<file path="config.mk">
export PLATFORM = sky130hd
export DESIGN_NAME = wdog_interval_timer
export DESIGN_NICKNAME = d
export VERILOG_FILES = /design/src/rtl/wdt_pkg.sv /design/src/rtl/wdt_feed_seq.sv /design/src/rtl/wdt_tick_gen.sv /design/src/rtl/wdt_down_cnt.sv /design/src/rtl/wdog_interval_timer.sv
export SDC_FILE = /design/constraint.sdc
export NUM_CORES = 1
export LEC_CHECK = 0
export BUFFER_PORTS_ARGS = -buffer_cell sky130_fd_sc_hd__buf_2
export CAP_MARGIN = 25
export CORE_MARGIN = 3
export CORE_UTILIZATION = 60
export CTS_BUF_LIST = sky130_fd_sc_hd__clkbuf_4 sky130_fd_sc_hd__clkbuf_8
export DETAILED_ROUTE_END_ITERATION = 10
export GPL_TIMING_DRIVEN = 0
export PLACE_DENSITY = 0.8
export SLEW_MARGIN = 20
export SYNTH_ARGS = -nofsm -noshare
export SYNTH_HDL_FRONTEND = slang
export SYNTH_SLANG_ARGS = --single-unit
</file>
<file path="constraint.sdc">
create_clock -name clk -period 5.02 [get_ports clk]
set_clock_uncertainty 0.2 [all_clocks]
set_input_delay 0.753 -clock clk [delete_from_list [all_inputs] [get_ports clk]]
set_output_delay 0.753 -clock clk [all_outputs]
set_load 0.03 [all_outputs]
</file>
<file path="src/rtl/wdt_pkg.sv">
package wdt_pkg;

  localparam int PRE_W = 3;

  typedef enum logic [1:0] {
    WREG_CTRL   = 2'd0,
    WREG_RELOAD = 2'd1,
    WREG_KEY_A  = 2'd2,
    WREG_KEY_B  = 2'd3
  } wdt_reg_e;

  typedef enum logic [1:0] {
    SEQ_IDLE  = 2'd0,
    SEQ_PEND  = 2'd1,
    SEQ_ARMED = 2'd2
  } seq_state_e;

  typedef struct packed {
    logic [PRE_W-1:0] pre;
    logic             run;
    logic             src_osc;
  } wdt_cfg_t;

  localparam logic [7:0] KEY_A_VAL = 8'hA5;
  localparam logic [7:0] KEY_B_VAL = 8'h5A;

  localparam int CTRL_PRE_LSB  = 5;
  localparam int CTRL_RUN_BIT  = 2;
  localparam int CTRL_FLAG_BIT = 1;
  localparam int CTRL_SRC_BIT  = 0;

  function automatic wdt_cfg_t decode_ctrl(input logic [7:0] d);
    wdt_cfg_t c;
    c.pre     = d[CTRL_PRE_LSB +: PRE_W];
    c.run     = d[CTRL_RUN_BIT];
    c.src_osc = d[CTRL_SRC_BIT];
    return c;
  endfunction

endpackage

</file>
<file path="src/rtl/wdt_feed_seq.sv">
module wdt_feed_seq
  import wdt_pkg::*;
(
  input  logic       clk,
  input  logic       rst_n,
  input  logic       wr_en,
  input  logic [1:0] wr_addr,
  input  logic [7:0] wr_data,
  output logic       feed_o,
  output logic       viol_o
);

  seq_state_e state_q, state_d;
  logic       bad;

  always_comb begin
    state_d = state_q;
    feed_o  = 1'b0;
    bad     = 1'b0;
    if (wr_en) begin
      case (wdt_reg_e'(wr_addr))
        WREG_CTRL: begin
          bad     = (state_q != SEQ_IDLE);
          state_d = SEQ_PEND;
        end
        WREG_RELOAD: begin
          bad     = (state_q != SEQ_IDLE);
          state_d = SEQ_IDLE;
        end
        WREG_KEY_A: begin
          if ((wr_data == KEY_A_VAL) && (state_q != SEQ_ARMED)) begin
            state_d = SEQ_ARMED;
          end else begin
            bad     = 1'b1;
            state_d = SEQ_IDLE;
          end
        end
        WREG_KEY_B: begin
          if ((wr_data == KEY_B_VAL) && (state_q == SEQ_ARMED)) feed_o = 1'b1;
          else                                                    bad    = 1'b1;
          state_d = SEQ_IDLE;
        end
        default: state_d = SEQ_IDLE;
      endcase
    end
  end

  assign viol_o = bad;

  always_ff @(posedge clk or negedge rst_n) begin
    if (!rst_n) state_q <= SEQ_IDLE;
    else        state_q <= state_d;
  end

  // a restart and a violation never come from the same write
  assert_feed_excl_R9: assert property (@(posedge clk) disable iff (!rst_n)
    !(feed_o && viol_o));

endmodule

</file>
<file path="src/rtl/wdt_tick_gen.sv">
module wdt_tick_gen
  import wdt_pkg::*;
#(
  parameter int PRE_BASE    = 5,
  parameter int CLKDIV_LOG2 = 5
) (
  input  logic             clk,
  input  logic             rst_n,
  input  logic             run,
  input  logic             restart,
  input  logic             src_osc,
  input  logic             osc_en,
  input  logic             pwr_down,
  input  logic [PRE_W-1:0] pre,
  output logic             tick_o
);

  localparam int MAX_EXP = PRE_BASE + (1 << PRE_W) - 1;
  localparam int PSC_W   = (MAX_EXP > 0) ? MAX_EXP : 1;

  logic             sys_full;
  logic             src_tick;
  logic [PSC_W-1:0] psc_q, psc_d;
  logic [PSC_W:0]   one_sh;
  logic [PSC_W:0]   mask_full;
  logic [PSC_W-1:0] mask;

  generate
    if (CLKDIV_LOG2 > 0) begin : g_div
      logic [CLKDIV_LOG2-1:0] div_q, div_d;
      logic                   div_adv;

      assign div_adv  = run && !src_osc && !pwr_down;
      assign sys_full = &div_q;

      always_comb begin
        div_d = div_q;
        if (restart)      div_d = '0;
        else if (div_adv) div_d = div_q + 1'b1;
      end

      always_ff @(posedge clk or negedge rst_n) begin
        if (!rst_n) div_q <= '0;
        else        div_q <= div_d;
      end

      // the system clock divider holds while powered down
      assert_div_frozen_R7: assert property (@(posedge clk) disable iff (!rst_n)
        (pwr_down && !src_osc && !restart) |=> $stable(div_q));
    end else begin : g_nodiv
      assign sys_full = 1'b1;
    end
  endgenerate

  assign src_tick  = run && (src_osc ? osc_en : (!pwr_down && sys_full));
  assign one_sh    = {{PSC_W{1'b0}}, 1'b1} << (PRE_BASE + int'(pre));
  assign mask_full = one_sh - 1'b1;
  assign mask      = mask_full[PSC_W-1:0];
  assign tick_o    = src_tick && !restart && ((psc_q & mask) == mask);

  always_comb begin
    psc_d = psc_q;
    if (restart)       psc_d = '0;
    else if (src_tick) psc_d = psc_q + 1'b1;
  end

  always_ff @(posedge clk or negedge rst_n) begin
    if (!rst_n) psc_q <= '0;
    else        psc_q <= psc_d;
  end

  // the prescaler advances only on source ticks
  assert_psc_hold_R4: assert property (@(posedge clk) disable iff (!rst_n)
    (!restart && !src_tick) |=> $stable(psc_q));

endmodule

</file>
<file path="src/rtl/wdt_down_cnt.sv">
module wdt_down_cnt #(
  parameter int CNT_W = 8
) (
  input  logic             clk,
  input  logic             rst_n,
  input  logic             tick,
  input  logic             restart,
  input  logic [CNT_W-1:0] load_val,
  input  logic [CNT_W-1:0] wrap_val,
  input  logic             wd_mode,
  input  logic             flag_clr,
  output logic [CNT_W-1:0] cnt_o,
  output logic             timeout_o,
  output logic             flag_o
);

  logic [CNT_W-1:0] cnt_q, cnt_d;
  logic             flag_q, flag_d;

  assign timeout_o = tick && !restart && (cnt_q == '0);

  always_comb begin
    cnt_d = cnt_q;
    if (restart)        cnt_d = load_val;
    else if (timeout_o) cnt_d = wrap_val;
    else if (tick)      cnt_d = cnt_q - 1'b1;
  end

  always_comb begin
    flag_d = flag_q;
    if (flag_clr)                   flag_d = 1'b0;
    else if (timeout_o && !wd_mode) flag_d = 1'b1;
  end

  always_ff @(posedge clk or negedge rst_n) begin
    if (!rst_n) begin
      cnt_q  <= '1;
      flag_q <= 1'b0;
    end else begin
      cnt_q  <= cnt_d;
      flag_q <= flag_d;
    end
  end

  assign cnt_o  = cnt_q;
  assign flag_o = flag_q;

  // a restart loads the shadow reload value
  assert_restart_load_R3: assert property (@(posedge clk) disable iff (!rst_n)
    restart |=> (cnt_q == $past(load_val)));

  // a tick on a nonzero count is a single decrement
  assert_step_R4: assert property (@(posedge clk) disable iff (!rst_n)
    (tick && !restart && (cnt_q != '0)) |=> (cnt_q == $past(cnt_q) - 1'b1));

  // the flag never rises in watchdog mode
  assert_flag_mode_R8: assert property (@(posedge clk) disable iff (!rst_n)
    $rose(flag_q) |-> !$past(wd_mode));

endmodule

</file>
<file path="src/rtl/wdog_interval_timer.sv">
module wdog_interval_timer
  import wdt_pkg::*;
#(
  parameter int CNT_W       = 8,
  parameter int PRE_BASE    = 5,
  parameter int CLKDIV_LOG2 = 5
) (
  input  logic             clk,
  input  logic             rst_n,
  input  logic             wr_en,
  input  logic [1:0]       wr_addr,
  input  logic [7:0]       wr_data,
  input  logic             osc_en,
  input  logic             pwr_down,
  input  logic             wdt_en_cfg,
  output logic [CNT_W-1:0] cnt_o,
  output logic             irq_o,
  output logic             rst_req_o
);

  localparam int RLD_W = (CNT_W < 8) ? CNT_W : 8;

  logic [1:0]       rst_sync_q;
  logic             rst_ni;
  wdt_cfg_t         sh_cfg_q, sh_cfg_d, act_cfg_q, act_cfg_d;
  logic [CNT_W-1:0] sh_rld_q, sh_rld_d, act_rld_q, act_rld_d;
  logic             wd_mode_q, wd_mode_d;
  logic             rst_req_q, rst_req_d;
  logic             feed, viol, tick, timeout, run_eff, flag_clr;
  logic             wr_ctrl, wr_rld;
  logic             unused_bits;

  // reset: asynchronous assert, synchronous release
  always_ff @(posedge clk or negedge rst_n) begin
    if (!rst_n) rst_sync_q <= 2'b00;
    else        rst_sync_q <= {rst_sync_q[0], 1'b1};
  end
  assign rst_ni = rst_sync_q[1];

  assign wr_ctrl     = wr_en && (wdt_reg_e'(wr_addr) == WREG_CTRL);
  assign wr_rld      = wr_en && (wdt_reg_e'(wr_addr) == WREG_RELOAD);
  assign flag_clr    = wr_ctrl && !wr_data[CTRL_FLAG_BIT];
  assign unused_bits = ^wr_data;

  wdt_feed_seq u_seq (
    .clk     (clk),
    .rst_n   (rst_ni),
    .wr_en   (wr_en),
    .wr_addr (wr_addr),
    .wr_data (wr_data),
    .feed_o  (feed),
    .viol_o  (viol)
  );

  always_comb begin
    sh_cfg_d  = sh_cfg_q;
    sh_rld_d  = sh_rld_q;
    act_cfg_d = act_cfg_q;
    act_rld_d = act_rld_q;
    if (wr_ctrl) sh_cfg_d = decode_ctrl(wr_data);
    if (wr_rld) begin
      sh_rld_d            = '0;
      sh_rld_d[RLD_W-1:0] = wr_data[RLD_W-1:0];
    end
    if (feed) begin
      act_cfg_d = sh_cfg_q;
      act_rld_d = sh_rld_q;
    end
  end

  assign wd_mode_d = wd_mode_q || wdt_en_cfg;
  assign run_eff   = wd_mode_q || act_cfg_q.run;
  assign rst_req_d = wd_mode_q && (timeout || viol);

  always_ff @(posedge clk or negedge rst_ni) begin
    if (!rst_ni) begin
      sh_cfg_q  <= '0;
      act_cfg_q <= '0;
      sh_rld_q  <= '1;
      act_rld_q <= '1;
      wd_mode_q <= 1'b0;
      rst_req_q <= 1'b0;
    end else begin
      sh_cfg_q  <= sh_cfg_d;
      act_cfg_q <= act_cfg_d;
      sh_rld_q  <= sh_rld_d;
      act_rld_q <= act_rld_d;
      wd_mode_q <= wd_mode_d;
      rst_req_q <= rst_req_d;
    end
  end

  wdt_tick_gen #(
    .PRE_BASE    (PRE_BASE),
    .CLKDIV_LOG2 (CLKDIV_LOG2)
  ) u_tick (
    .clk      (clk),
    .rst_n    (rst_ni),
    .run      (run_eff),
    .restart  (feed),
    .src_osc  (act_cfg_q.src_osc),
    .osc_en   (osc_en),
    .pwr_down (pwr_down),
    .pre      (act_cfg_q.pre),
    .tick_o   (tick)
  );

  wdt_down_cnt #(
    .CNT_W (CNT_W)
  ) u_cnt (
    .clk       (clk),
    .rst_n     (rst_ni),
    .tick      (tick),
    .restart   (feed),
    .load_val  (sh_rld_q),
    .wrap_val  (act_rld_q),
    .wd_mode   (wd_mode_q),
    .flag_clr  (flag_clr),
    .cnt_o     (cnt_o),
    .timeout_o (timeout),
    .flag_o    (irq_o)
  );

  assign rst_req_o = rst_req_q;

  // watchdog mode is sticky
  assert_mode_sticky_R8: assert property (@(posedge clk) disable iff (!rst_ni)
    wd_mode_q |=> wd_mode_q);

  // no reset request outside watchdog mode
  assert_req_mode_R10: assert property (@(posedge clk) disable iff (!rst_ni)
    rst_req_q |-> wd_mode_q);

  // active configuration changes only through a restart
  assert_shadow_hold_R3: assert property (@(posedge clk) disable iff (!rst_ni)
    !feed |=> $stable(act_cfg_q) && $stable(act_rld_q));

  // a restart copies the shadow configuration
  assert_shadow_copy_R3: assert property (@(posedge clk) disable iff (!rst_ni)
    feed |=> (act_cfg_q == $past(sh_cfg_q)));

endmodule

</file>
# Yosys cells after proc, flatten, opt, wreduce, memory -nomap -nowiden
# Cells that the tools add are included.
[word_totals] register_bits=58 in_bits=16 output_inout_bits=10 elab_cells=83
[classes] add_sub_neg=5 eq_ne=8 n_shift=1 mux=19 bitwise_logic=1 n_reduce_logical=33
[ops] operator="$shl A1 B32 Y12 const A" n=1
[ops] operator="$mux W12" n=2
[ops] operator="$mux W8" n=3
[ops] operator="$logic_and A1 B1 Y1" n=15
[ops] operator="$add A12 B1 Y12 const B" n=1
[ops] operator="$and A12 B12 Y12" n=1
[ops] operator="$eq A12 B12 Y1" n=1
[ops] operator="$sub A12 B1 Y12 const B" n=1
[ops] operator="$mux W5" n=2
[ops] operator="$mux W1" n=9
[ops] operator="$eq A8 B7 Y1 const B" n=1
[ops] operator="$eq A8 B8 Y1 const B" n=1
[ops] operator="$logic_not A8 Y1" n=1
[ops] operator="$reduce_bool A2 Y1" n=4
[ops] operator="$sub A8 B1 Y8 const B" n=1
[ops] operator="$eq A2 B2 Y1 const B" n=3
[ops] operator="$pmux W2 S3" n=1
[ops] operator="$add A5 B1 Y5 const B" n=1
[ops] operator="$logic_not A1 Y1" n=5
[ops] operator="$reduce_and A5 Y1" n=1
[ops] operator="$add A3 B3 Y4 const A" n=1
[ops] operator="$reduce_or A2 Y1" n=2
[ops] operator="$logic_or A1 B1 Y1" n=3
[ops] operator="$pmux W1 S3" n=1
[ops] operator="5 further kinds" n=5

# Depth between registers and ports, before layout
# Gate-level depths: netlist (run 1).
[depth] word_depth=13 mapped_depth=9 ltp_nobuf=8

# Cells and area by module
# Synthesis (run 1) repeated with hierarchy kept, for this count alone.
[hier_totals] hier_cells=253 area_unflattened_um2=3005.4
[by_module_without_submodules] mod="wdog_interval_timer" instances=1 cells_per_inst=64 area_per_inst_um2=1128.6 seq_area_each_um2=770.7
[by_module_without_submodules] mod="wdt_tick_gen" instances=1 cells_per_inst=108 area_per_inst_um2=1046.0 seq_area_each_um2=425.4
[by_module_without_submodules] mod="wdt_down_cnt" instances=1 cells_per_inst=64 area_per_inst_um2=644.4 seq_area_each_um2=235.2
[by_module_without_submodules] mod="wdt_feed_seq" instances=1 cells_per_inst=17 area_per_inst_um2=186.4 seq_area_each_um2=50.0

# Least setup slack after synthesis (run 1)
# OpenSTA, ideal clock, no wires.
[synth_path] path_kind="reg-to-reg" startpoint="reg u_tick.g_div.div_q[0]" endpoint="reg u_cnt.cnt_q[4], in the netlist u_cnt.cnt_o[4]" setup_time_ns=0.077 arrival_ns=2.598 required_time_ns=4.743 setup_slack_ns=2.145 stages_incl_launch_ff=10 path_buffers=1 synth_period_minus_slack_ns=2.875 cell_sequence="dfrtp_1 > ha_1 > and3_1 > ha_1 > or3b_4 > a21o_1 > or4_1 > buf_2 > or4_1 > a31oi_1"
[synth_via] elab_chain_cells=10 word_cells_on_any_way=11 cone_classes="mux: 3; reduce/logical: 8"
[synth_rtl] item="start, declared" line_no="wdt_tick_gen.sv:30" source="logic [CLKDIV_LOG2-1:0] div_q, div_d;"
[synth_rtl] item="start signal, assigned" line_no="wdt_tick_gen.sv:44" source="else div_q <= div_d;"
[synth_rtl] item="$reduce_and A5 Y1 (*)" line_no="wdt_tick_gen.sv:34" source="assign sys_full = &div_q;"
[synth_rtl] item="$logic_and A1 B1 Y1 (*)" line_no="wdt_tick_gen.sv:55" source="assign src_tick = run && (src_osc ? osc_en : (!pwr_down && sys_full));"
[synth_rtl] item="$mux W1 (*)" line_no="wdt_tick_gen.sv:55"
[synth_rtl] item="$logic_and A1 B1 Y1 (*)" line_no="wdt_tick_gen.sv:55"
[synth_rtl] item="$logic_and A1 B1 Y1 (*) (2 in a row)" line_no="wdt_tick_gen.sv:59" source="assign tick_o = src_tick && !restart && ((psc_q & mask) == mask);"
[synth_rtl] item="$logic_and A1 B1 Y1 (2 in a row)" line_no="wdt_down_cnt.sv:20" source="assign timeout_o = tick && !restart && (cnt_q == '0);"
[synth_rtl] item="$mux W8" line_no="wdt_down_cnt.sv:25" source="else if (timeout_o) cnt_d = wrap_val;"
[synth_rtl] item="$mux W8" line_no="wdt_down_cnt.sv:24" source="if (restart) cnt_d = load_val;"
[synth_rtl] item="end signal, assigned" line_no="wdt_down_cnt.sv:40" source="cnt_q <= cnt_d;"
[synth_rtl] item="end, declared" line_no="wdt_down_cnt.sv:17" source="logic [CNT_W-1:0] cnt_q, cnt_d;"
# Every way passes the cells marked *; elsewhere a longest branch is shown, timed or not.
# A chain may end at the register's enable or synchronous reset.

# Final worst setup path (run 1)
# Ends and elaborated chain as after synthesis.

==> results of run 1 <==
## sequential cells by signal (all words and copies together) (netlist names)
name,flops
u_seq.state_q,2
u_tick.g_div.div_q,5
rst_req_o,1
sh_rld_q,8
act_rld_q,8
u_tick.psc_q,12
u_cnt.flag_o,1
u_cnt.cnt_o,8
act_cfg_q,5
wd_mode_q,1
sh_cfg_q,5
rst_sync_q,2
## what timing repair did
action | 4_1_cts | 5_1_grt
buffers inserted | 0 | 0
setup endpoints to repair | 0 | 0
hold buffers | 1 | 0
endpoints found under the hold margin | 2 | 0
## power groups by stage
stage	Clock [W]	Combinational [W]	Sequential [W]
floorplan	0	0.0000752	0.000567
global placement	0	0.0000935	0.000576
detailed placement	0	0.000101	0.000579
CTS	0.000498	0.000103	0.000572
global route	0.000524	0.000116	0.000579
finish	0.000490	0.000102	0.000572
## cell type report
cell class	instances	area (µm²)	share of cell area
plain buffers	7	27.53	0.008445
clock buffers	12	158.9	0.04875
flip-flops and latches	58	1485	0.4557
clock inverters	4	73.82	0.02265
inverters	10	37.54	0.01152
well taps	52	65.06	0.01996
multi-input cells	203	1271	0.3900
repair buffers	27	140.1	0.04299
## worst max path at each step
stage                     depth (start not counted)                to                  start  slack, ps
after floorplan                                   9    u_cnt.cnt_o[4]  u_tick.g_div.div_q[0]       2140
after global placement                            6    u_cnt.cnt_o[3]               pwr_down       1710
after detailed placement                          7   u_tick.psc_q[7]             wr_data[5]       1860
after CTS                                         8  u_tick.psc_q[11]  u_tick.g_div.div_q[0]       1950
after global routing                              9    u_cnt.cnt_o[4]  u_tick.g_div.div_q[0]       1790
final                                             9    u_cnt.cnt_o[4]  u_tick.g_div.div_q[0]       1960
## cell usage after synthesis (all sizes together), types with 6 or more instances
master | instances | area, µm²
nand2 | 45 | 168.9
dfrtp | 34 | 850.8
nor2 | 28 | 105.1
dfstp | 24 | 630.6
mux2 | 14 | 157.7
o21ai | 11 | 55.05
inv | 10 | 37.54
xor2 | 9 | 78.83
a21oi | 8 | 40.04
nor3 | 7 | 35.03
a31oi | 6 | 37.54
clkbuf | 6 | 22.52
nand3 | 6 | 30.03
nand4 | 6 | 37.54
## per-layer routing
metal  GRT usage  up-vias  wire length (µm)
met5           0        -                 0
met2      0.3483       79              2710
li1            -     1063                 -
met4      0.1107        0               102
met1      0.3248     1069              2749
met3     0.06622       11               296
## logic make-up (layout without fill, tap and decap cells)
| group | Yosys count | after routing | share of synthesized area |
|---|---|---|---|
| fa+ha+maj | 5 | 5 | 0.02221 |
| compound gates | 42 | 42 | 0.09818 |
| xor+xnor | 14 | 14 | 0.04354 |
| mux | 17 | 17 | 0.06664 |
| flops | 58 | 58 | 0.5260 |
| buf+inv | 17 | 60 | 0.02310 |
| other cells | 1 | 1 | 0.001331 |
| simple gates | 124 | 124 | 0.2190 |
## placed cells by master (no fill, tap or decap), types with 6 or more instances in the layout
cell      netlist  layout
a21oi_1         8       8
a31oi_1         6       6
buf_2           1      27
clkbuf_1        6       6
clkbuf_8        0      11
dfrtp_1        34      33
dfstp_2        24      24
inv_1          10      10
mux2_2         14      14
nand2_1        45      45
nand3_1         6       6
nand4_1         6       6
nor2_1         28      28
nor3_1          7       7
o21ai_0        11      11
xor2_1          9       9
## worst max-delay path, cell delays in order (launching register included)
cell     delay (ps)
dfrtp_1         390
ha_1            180
and3_1          160
ha_1            130
or3b_4          380
a21o_1          250
or4_1           460
buf_2           180
or4_1           470
a31oi_1         170
## through the flow
step / setup WS [ps] / std cells / utilization / total power [W]
final: 1960 / 373 / 0.7334 / 0.001164
after global routing: 1785 / 373 / 0.7334 / 0.001218
after CTS: 1955 / 373 / 0.7331 / 0.001173
after detailed placement: 1863 / 356 / 0.6785 / 0.0006804
after global placement: 1715 / 355 / 0.6765 / 0.0006698
after floorplan: 2145 / 278 / - / 0.0006427
==> results.md, run 1 <==
- CTS root buf: clkbuf_8
- Crit-path max FO: 10
- Antenna viol nets, final: 0
- CTS tree: built
- Yosys cell types: 49
- Worst Hold Endpoint: rst_sync_q[1]
- Mean Syn Cell Area: 10.13 µm²
- Final Cycle Share: 0.6096
- Layout area overhead: 15.73%
- Switching Fraction: 0.2335
- Status: complete, no violations
- RSZ-0062 raised after global routing: false
- Post-synth EDFFs: 0
- CTS buffer count: 9
- P_sw: 0.0002719 W
- Synth Net Count: 299
- Post-Route WL: 5858 µm
- Die area: 5552 µm²
- Max capacitance violation total: 0
- Clock Sinks: 58
- # setup viols final: 0
- Largest net degree at the start of global routing: 57
- Router iterations before antenna repair: 4
- Worst skew pair latency: 330 ps
- Post-synthesis cell area: 2816 µm²
- Worst Path Required: 5070 ps
- # resized after CTS: 0
- First-pass GRT wire length: 9742 µm
- Grt total ovfl: 0
- H-tree Lvls: 3
- Pins Over Slew Limit: 0
- Initial antenna violation count: 0
- Max Clock Freq: 326.8 MHz
- Top FF cell, synth: dfrtp_1
- Layout fillers: 329
- Worst Setup Start Kind: register
- Setup TNS: 0 ps
- Clock share of power: 0.421
- Die Height: 74.52 µm
- Worst setup path class: reg2reg
- CP Capture Type: register
- Max-slew headroom: 0.4093
- Reg power frac: 0.491
- Fin Hold WS: 165.6 ps
- Post-route cell area: 3259 µm²
- RR Endpoint: u_cnt.cnt_o[4]
- R2R setup slack: 1960 ps
- Cell Area, Placed: 3015 µm²
- Via count: 2,222
- Initial core utilization: 0.6337
- Number of synthesized register bits: 58
- Reg2reg start: u_tick.g_div.div_q[0]
- Worst vdd ir: 219.0 µV
- P per Cell Area: 357.3 nW/µm²
- Port buffer count: 25
- Min-delay src: rst_sync_q[0]
- Register area share after synthesis: 0.5260
- Hold Vio Cnt, Final: 0
- Tmin final: 3060 ps
- Diode count: 0
- Site Rows: 24
- Post-DP HPWL: 4156 µm
- Core area: 4444 µm²
- Combinational Power Share: 0.088
- Worst min-delay path class: reg2reg
- Die X: 74.52 µm
- Clk buf depth: 2
- Share of layout cells above drive strength 1: 0.2648
- Synth warn: 0
- Avg WL per Cell: 15.71 µm
- Hold depth: 0
- Clock transition at the registers of the reported paths: 70 ps
- Num ports: 26
- Worst-margin pin slew: 883.9 ps
- Cell-internal power: 0.0008925 W
- Routed vias/inst: 5.957
- Gpl congestion: 0.8320
- Reg2Reg Depth: 9
- Leak: 1.519 nW
- Arr. time, crit path: 3110 ps
- DRT iter0 DRCs: 239
- Vias in the first global route: 2,071
- Total Routing Usage GR: 0.2365
- Remaining design rule violation count: 0
- Final Net Count: 337
- Mapped Cells: 278
- Asr flop ratio synth: 1.000
Power figures use the tool's default switching activity.
==> run 2: changes to the inputs <==
--- a/config.mk
+++ b/config.mk
@@ -5,6 +5,7 @@
 export SDC_FILE = /design/constraint.sdc
 export NUM_CORES = 1
 export LEC_CHECK = 0
+export ABC_AREA = 1
 export BUFFER_PORTS_ARGS = -buffer_cell sky130_fd_sc_hd__buf_2
 export CAP_MARGIN = 25
 export CORE_MARGIN = 3
==> constraint.sdc (replaced) <==
create_clock -name clk -period 2.85 [get_ports clk]
set_clock_uncertainty 0.2 [all_clocks]
set_input_delay 0.4275 -clock clk [delete_from_list [all_inputs] [get_ports clk]]
set_output_delay 0.4275 -clock clk [all_outputs]
set_load 0.03 [all_outputs]
==> results.md, run 2 <==
- Vias in the first global route: 2,324 (+12%)
- Post-synth EDFFs: 0 (unchanged)
- Core area: 4817 µm² (+8.4%)
- Fin Hold WS: 84.89 ps (-80.75 ps)
- Setup TNS: 0 ps (unchanged)
- Yosys cell types: 39 (-20%)
- Routed vias/inst: 5.093 (-14%)
- Max capacitance violation total: 0 (unchanged)
- Min-delay src: wdt_en_cfg
- Initial antenna violation count: 0 (unchanged)
- Num ports: 26 (unchanged)
- Dpl ws: 677.1 ps (-1186 ps)
- Max-slew headroom: 0.5280 (+0.1187)
- Setup ws final: 659.1 ps (-1301 ps)
- CP Capture Type: register
- Worst setup path class: reg2reg
- Arr. time, crit path: 2260 ps (-850 ps)
- Gpl congestion: 0.8172 (-1.8%)
- Site Rows: 25 (+4.2%)
- Leak: 1.816 nW (+20%)
- Post-route cell area: 3475 µm² (+6.6%)
- Commonest non-fill, non-tap cell in the layout: nand2_1
- Top FF cell, synth: dfrtp_1
- Clock Sinks: 58 (unchanged)
- Crit. Startpoint: u_tick.g_div.div_q[0]
- CTS tree: built
- Max Clock Freq: 456.4 MHz (+40%)
- Most frequent cells in the layout: nand2_1, inv_1, nor2_1, dfrtp_1, nand3_1
- Worst skew pair latency: 340 ps (about the same)
- RSZ-0062 raised after global routing: false
- Postcts setup bufs: 0 (unchanged)
- Status: complete, no violations
- Reg2reg start: u_tick.g_div.div_q[0]
- Total Routing Usage GR: 0.2212 (-0.01528)
- Grt total ovfl: 0 (unchanged)
- Final Net Count: 420 (+25%)
- Diode count: 0 (unchanged)
- Router iterations before antenna repair: 4 (unchanged)
- # setup viols final: 0 (unchanged)
- Crit-path max FO: 9 (-1)
- Largest net degree at the start of global routing: 57 (unchanged)
- Top reg by flops: u_tick.psc_q
- Number of synthesized register bits: 58 (unchanged)
- Largest cells by area after synthesis: dfrtp_1, dfstp_2, nand2_1
- Antenna viol nets, final: 0 (unchanged)
- Final Cycle Share: 0.7688 (+0.1591)
- Worst-margin pin slew: 708.0 ps (-175.9 ps)
- Synth Net Count: 383 (+28%)
- Layout area overhead: 14.52%
- Worst min-delay path class: in2reg
- Post-synthesis cell area: 3034 µm² (+7.7%)
- Mapped Cells: 362 (+30%)
- Cell Area, Placed: 3247 µm² (+7.7%)
- Via count: 2,399 (+8.0%)
- Worst vdd ir: 491.2 µV (+120%)
- Worst Path Required: 2920 ps (-2150 ps)
- Port buffer count: 25 (unchanged)
- Clk buf depth: 2 (unchanged)
- Avg WL per Cell: 12.95 µm (-18%)
- Share of the synthesized area in the top cell type: 0.2804 (-0.02168)
- Die X: 77.11 µm (+3.5%)
- Top-count cell post-synth: nand2_1
- Die area: 5946 µm² (+7.1%)
- First-pass GRT wire length: 10,450 µm (+7.2%)
- Hold Vio Cnt, Final: 0 (unchanged)
- Post-DP HPWL: 4371 µm (+5.2%)
- H-tree Lvls: 3 (unchanged)
- DRT iter0 DRCs: 158 (-34%)
- Clock transition at the registers of the reported paths: 60 ps (about the same)
- Mean Syn Cell Area: 8.382 µm² (-17%)
- Max reg flops: 12 (unchanged)
- CTS buffer count: 9 (unchanged)
- CTS root buf: clkbuf_8
- Commonest cells post-synth: nand2_1, inv_1, nor2_1
- Tmin final: 2191 ps (-869.4 ps)
- Pins Over Slew Limit: 0 (unchanged)
- Register area share after synthesis: 0.4882 (-0.03774)
- Asr flop ratio synth: 1.000 (unchanged)
- Remaining design rule violation count: 0 (unchanged)
- Die Height: 77.11 µm (+3.5%)
- P per Cell Area: 610.1 nW/µm² (+71%)
- Synth warn: 0 (unchanged)
- Worst Setup Start Kind: register
- Post-Route WL: 6101 µm (+4.1%)
- Share of layout cells above drive strength 1: 0.2599 (-0.004897)
- Initial core utilization: 0.6299 (-0.003857)
- Cell accounting for the most synthesized area: dfrtp_1
## run 2: worst paths after layout
| kind | end | slack [ps] | cells past startpoint |
|---|---|---|---|
| worst max-delay path | u_cnt.cnt_o[7] | 660 | 13 |
| worst min-delay path | wd_mode_q | 80 | 2 |
| worst max register to register | u_cnt.cnt_o[7] | 660 | 13 |
| worst min register to register | rst_sync_q[1] | 150 | 0 |
| max in group asynchronous | sh_cfg_q[1] | 1800 | 0 |
| min in group asynchronous | u_tick.g_div.div_q[4] | 180 | 0 |
## run 2: repair_timing
action / in CTS / in global routing
hold endpoints to repair: 2 / 0
gates resized for setup: 0 / 0
hold buffers: 1 / 0
## run 2: layer usage
layer  GRT usage  part of all wire  up-vias
li1            -                 -     1214
met1      0.2776              0.46     1134
met2      0.3789              0.49       41
met3     0.03756             0.032       10
met4     0.09075             0.014        0
met5           0                 0        -
## run 2: cells by family (layout without fill, tap and decap cells)
family,after synthesis,in the layout,synth area share
AOI/OAI and AO/OA,54,54,0.1101
other,1,1,0.001236
xor gates and xnor gates,8,8,0.02309
adders and majority gates,5,5,0.02062
DFF,58,58,0.4882
buffers and inverters,64,106,0.08289
and+or+nand+nor,172,172,0.2738
## run 2: where the power goes
| group | switching (W) | total (W) | internal [W] | leakage [nW] |
|---|---|---|---|---|
| Clock | 0.000320 | 0.000829 | 0.000509 | 0.116 |
| Sequential | 0.0000907 | 0.00103 | 0.000938 | 0.639 |
| Combinational | 0.000145 | 0.000262 | 0.000117 | 1.06 |
## run 2: layout make-up
cell class              count  area, µm²
inverters                  59      221.5
clock inverters             6      80.08
multi-input cells         240       1301
repair buffers             26      135.1
flip-flops and latches     58       1485
well taps                  67      83.83
fillers                   394       1343
clock buffers              10      137.6
plain buffers               5      30.03
## run 2: critical path, stage by stage (launching register included)
cell	delay, ps
dfrtp_1	390
ha_1	190
nand2_1	60
nor2_1	90
ha_1	150
inv_1	60
o21ai_4	280
nand2_4	110
nor2_8	160
nand2_4	120
nand3_1	90
nand2_1	50
nor2_1	120
nor2_1	60
## run 2: through the flow
stage / power [W] / util / std cells
global placement: 0.001276 / 0.6732 / 454
floorplan: 0.001217 / - / 362
global route: 0.002216 / 0.7213 / 471
CTS: 0.002139 / 0.7213 / 471
detailed placement: 0.001300 / 0.6740 / 454
finish: 0.002120 / 0.7213 / 471
==> run 3: changes to the inputs <==
==> constraint.sdc (replaced) <==
create_clock -name clk -period 2.09 [get_ports clk]
set_clock_uncertainty 0.2 [all_clocks]
set_input_delay 0.3135 -clock clk [delete_from_list [all_inputs] [get_ports clk]]
set_output_delay 0.3135 -clock clk [all_outputs]
set_load 0.03 [all_outputs]
==> results.md, run 3 (synthesis gave the netlist of run 2 again) <==
- Layout area overhead: 16.66%
- Num ports: 26 (unchanged)
- Worst Hold Endpoint: sh_rld_q[7]
- Cell Area, Placed: 3247 µm² (unchanged)
- Avg WL per Cell: 13.03 µm (+0.62%)
- Fin Hold WS: 49.58 ps (-35.30 ps)
- Max reg flops: 12 (unchanged)
- Min-delay src: wr_data[7]
- Cell family with most CP delay: simple AND/OR/NAND/NOR gates
- CTS buffer count: 9 (unchanged)
- Leak: 1.848 nW (+1.7%)
- Setup ws final: -15.41 ps (-674.5 ps)
- Max Clock Freq: 475.0 MHz (+4.1%)
- Worst Path Required: 2170 ps (-750 ps)
- Worst Setup Start Kind: register
- Post-Route WL: 6217 µm (+1.9%)
- Violated checks: negative setup slack
- Worst min-delay path class: in2reg
- RSZ-0062 raised after global routing: true
- Reg2Reg Depth: 12 (-1)
- Gpl congestion: 0.8172 (unchanged)
- Clock Sinks: 58 (unchanged)
- Most frequent cells in the layout: nand2_1, inv_1, nor2_1, dfrtp_1, nand3_1
- Initial antenna violation count: 0 (unchanged)
- DRT iter0 DRCs: 120 (-24%)
- Vias in the first global route: 2,356 (+1.4%)
- Clock transition at the registers of the reported paths: 70 ps (about the same)
- R2R setup slack: -20 ps (-670 ps)
- Status: finished with violations
- # setup viols final: 3 (+3)
- CTS tree: built
- Worst-margin pin slew: 706.5 ps (-1.531 ps)
- Arr. time, crit path: 2190 ps (-70 ps)
- Grt total ovfl: 0 (unchanged)
- Pins Over Slew Limit: 0 (unchanged)
- Port buffer count: 25 (unchanged)
- Clk buf depth: 2 (unchanged)
- Final Cycle Share: 1.007 (+0.2386)
- Max capacitance violation total: 0 (unchanged)
- Worst vdd ir: 679.1 µV (+38%)
- Antenna viol nets, final: 0 (unchanged)
- RR Endpoint: u_cnt.cnt_o[3]
- Hold depth: 3 (+1)
- CP Capture Type: register
- Post-route cell area: 3540 µm² (+1.9%)
- Hold Vio Cnt, Final: 0 (unchanged)
- Crit-path cells: ha_2, nand2_1, nor2_1, ha_1, inv_1, o21ai_4, nand2_4, nor2_8, nand2_4, nand2_1, nand3_1, a21oi_2
- P per Cell Area: 826.9 nW/µm² (+36%)
- Share of layout cells above drive strength 1: 0.2780 (+0.01815)
- Router iterations before antenna repair: 5 (+1)
- Commonest non-fill, non-tap cell in the layout: nand2_1
- Worst skew pair latency: 340 ps (about the same)
- Reg2reg start: u_tick.g_div.div_q[0]
- Routed vias/inst: 5.119 (+0.51%)
- Setup TNS: -29.28 ps (-29.28 ps)
- First-pass GRT wire length: 10,550 µm (+1.0%)
- CTS root buf: clkbuf_8
- Top reg by flops: u_tick.psc_q
- Crit path buf inv count: 1 (unchanged)
- Max-slew headroom: 0.5290 (+0.001021)
- Crit-path max FO: 8 (-1)
- Die area: 5946 µm² (unchanged)
- Die Height: 77.11 µm (unchanged)
- Die X: 77.11 µm (unchanged)
- Site Rows: 25 (unchanged)
- Max stage delay on crit path: 350 ps (-40 ps)
- Tmin final: 2105 ps (-85.53 ps)
- Diode count: 0 (unchanged)
- Remaining design rule violation count: 0 (unchanged)
- Core area: 4817 µm² (unchanged)
- H-tree Lvls: 3 (unchanged)
- Via count: 2,442 (+1.8%)
- CP max stage cell: dfrtp_1
- Final Net Count: 426 (+1.4%)
- Post-DP HPWL: 4371 µm (unchanged)
- Largest net degree at the start of global routing: 57 (unchanged)
- Dpl ws: -82.90 ps (-760.0 ps)
- Initial core utilization: 0.6299 (unchanged)
- Total Routing Usage GR: 0.2235 (+0.002268)
- Worst setup path class: reg2reg
- Cell count after placement: 454 (unchanged)
- Post-route insts no fill: 477 (+1.3%)
run 3: how the worst max path moves through the flow:
stage               depth (start not counted)  slack, ps             startpoint               end
CTS                                        13          5  u_tick.g_div.div_q[0]    u_cnt.cnt_o[7]
global route                               14       -180  u_tick.g_div.div_q[0]  u_tick.psc_q[11]
detailed placement                         13        -80  u_tick.g_div.div_q[0]    u_cnt.cnt_o[7]
floorplan                                  13        180  u_tick.g_div.div_q[0]  u_tick.psc_q[11]
finish                                     12        -20  u_tick.g_div.div_q[0]    u_cnt.cnt_o[3]
global placement                            0       -440          rst_sync_q[1]   u_tick.psc_q[1]
run 3: worst register-to-register path: cells and delay by family (launching register included):
kind / cells / cell delay (ps)
fa+ha+maj: 2 / 340
buf+inv: 1 / 60
simple gates: 7 / 680
flops: 1 / 350
compound gates: 2 / 420
run 3: what timing repair did:
item	4_1_cts	5_1_grt
buffers inserted	3	2
pin swaps	2	1
endpoints found under the setup margin	11	16
hold buffers	2	0
hold endpoints to repair	3	0
resized for setup	0	5
run 3: layout make-up:
cell class                      instances  area [µm²]
Multi-Input combinational cell        240        1316
Clock buffer                           10       137.6
Timing Repair Buffer                   32       182.7
Buffer                                  5       30.03
Sequential cell                        58        1485
Inverter                               59       224.0
Clock inverter                          6       80.08
Fill cell                             386        1277
Tap cell                               67       83.83
run 3: per-layer routing:
layer,global-route usage,vias up,share of wire
met4,0.09075,0,0.015
met2,0.3868,53,0.49
met5,0,-,0
met3,0.03756,10,0.038
met1,0.2776,1150,0.46
li1,-,1229,-
run 3: power breakdown:
part	switching (W)	internal (W)	total (W)
Sequential	0.000117	0.00128	0.00140
Combinational	0.000212	0.000187	0.000399
Clock	0.000439	0.000694	0.00113
run 3: per-stage QoR:
| step | util | power, W |
|---|---|---|
| after floorplan | - | 0.001659 |
| after global placement | 0.6732 | 0.001740 |
| after detailed placement | 0.6740 | 0.001773 |
| after CTS | 0.7281 | 0.002945 |
| after global routing | 0.7348 | 0.003061 |
| final | 0.7348 | 0.002927 |
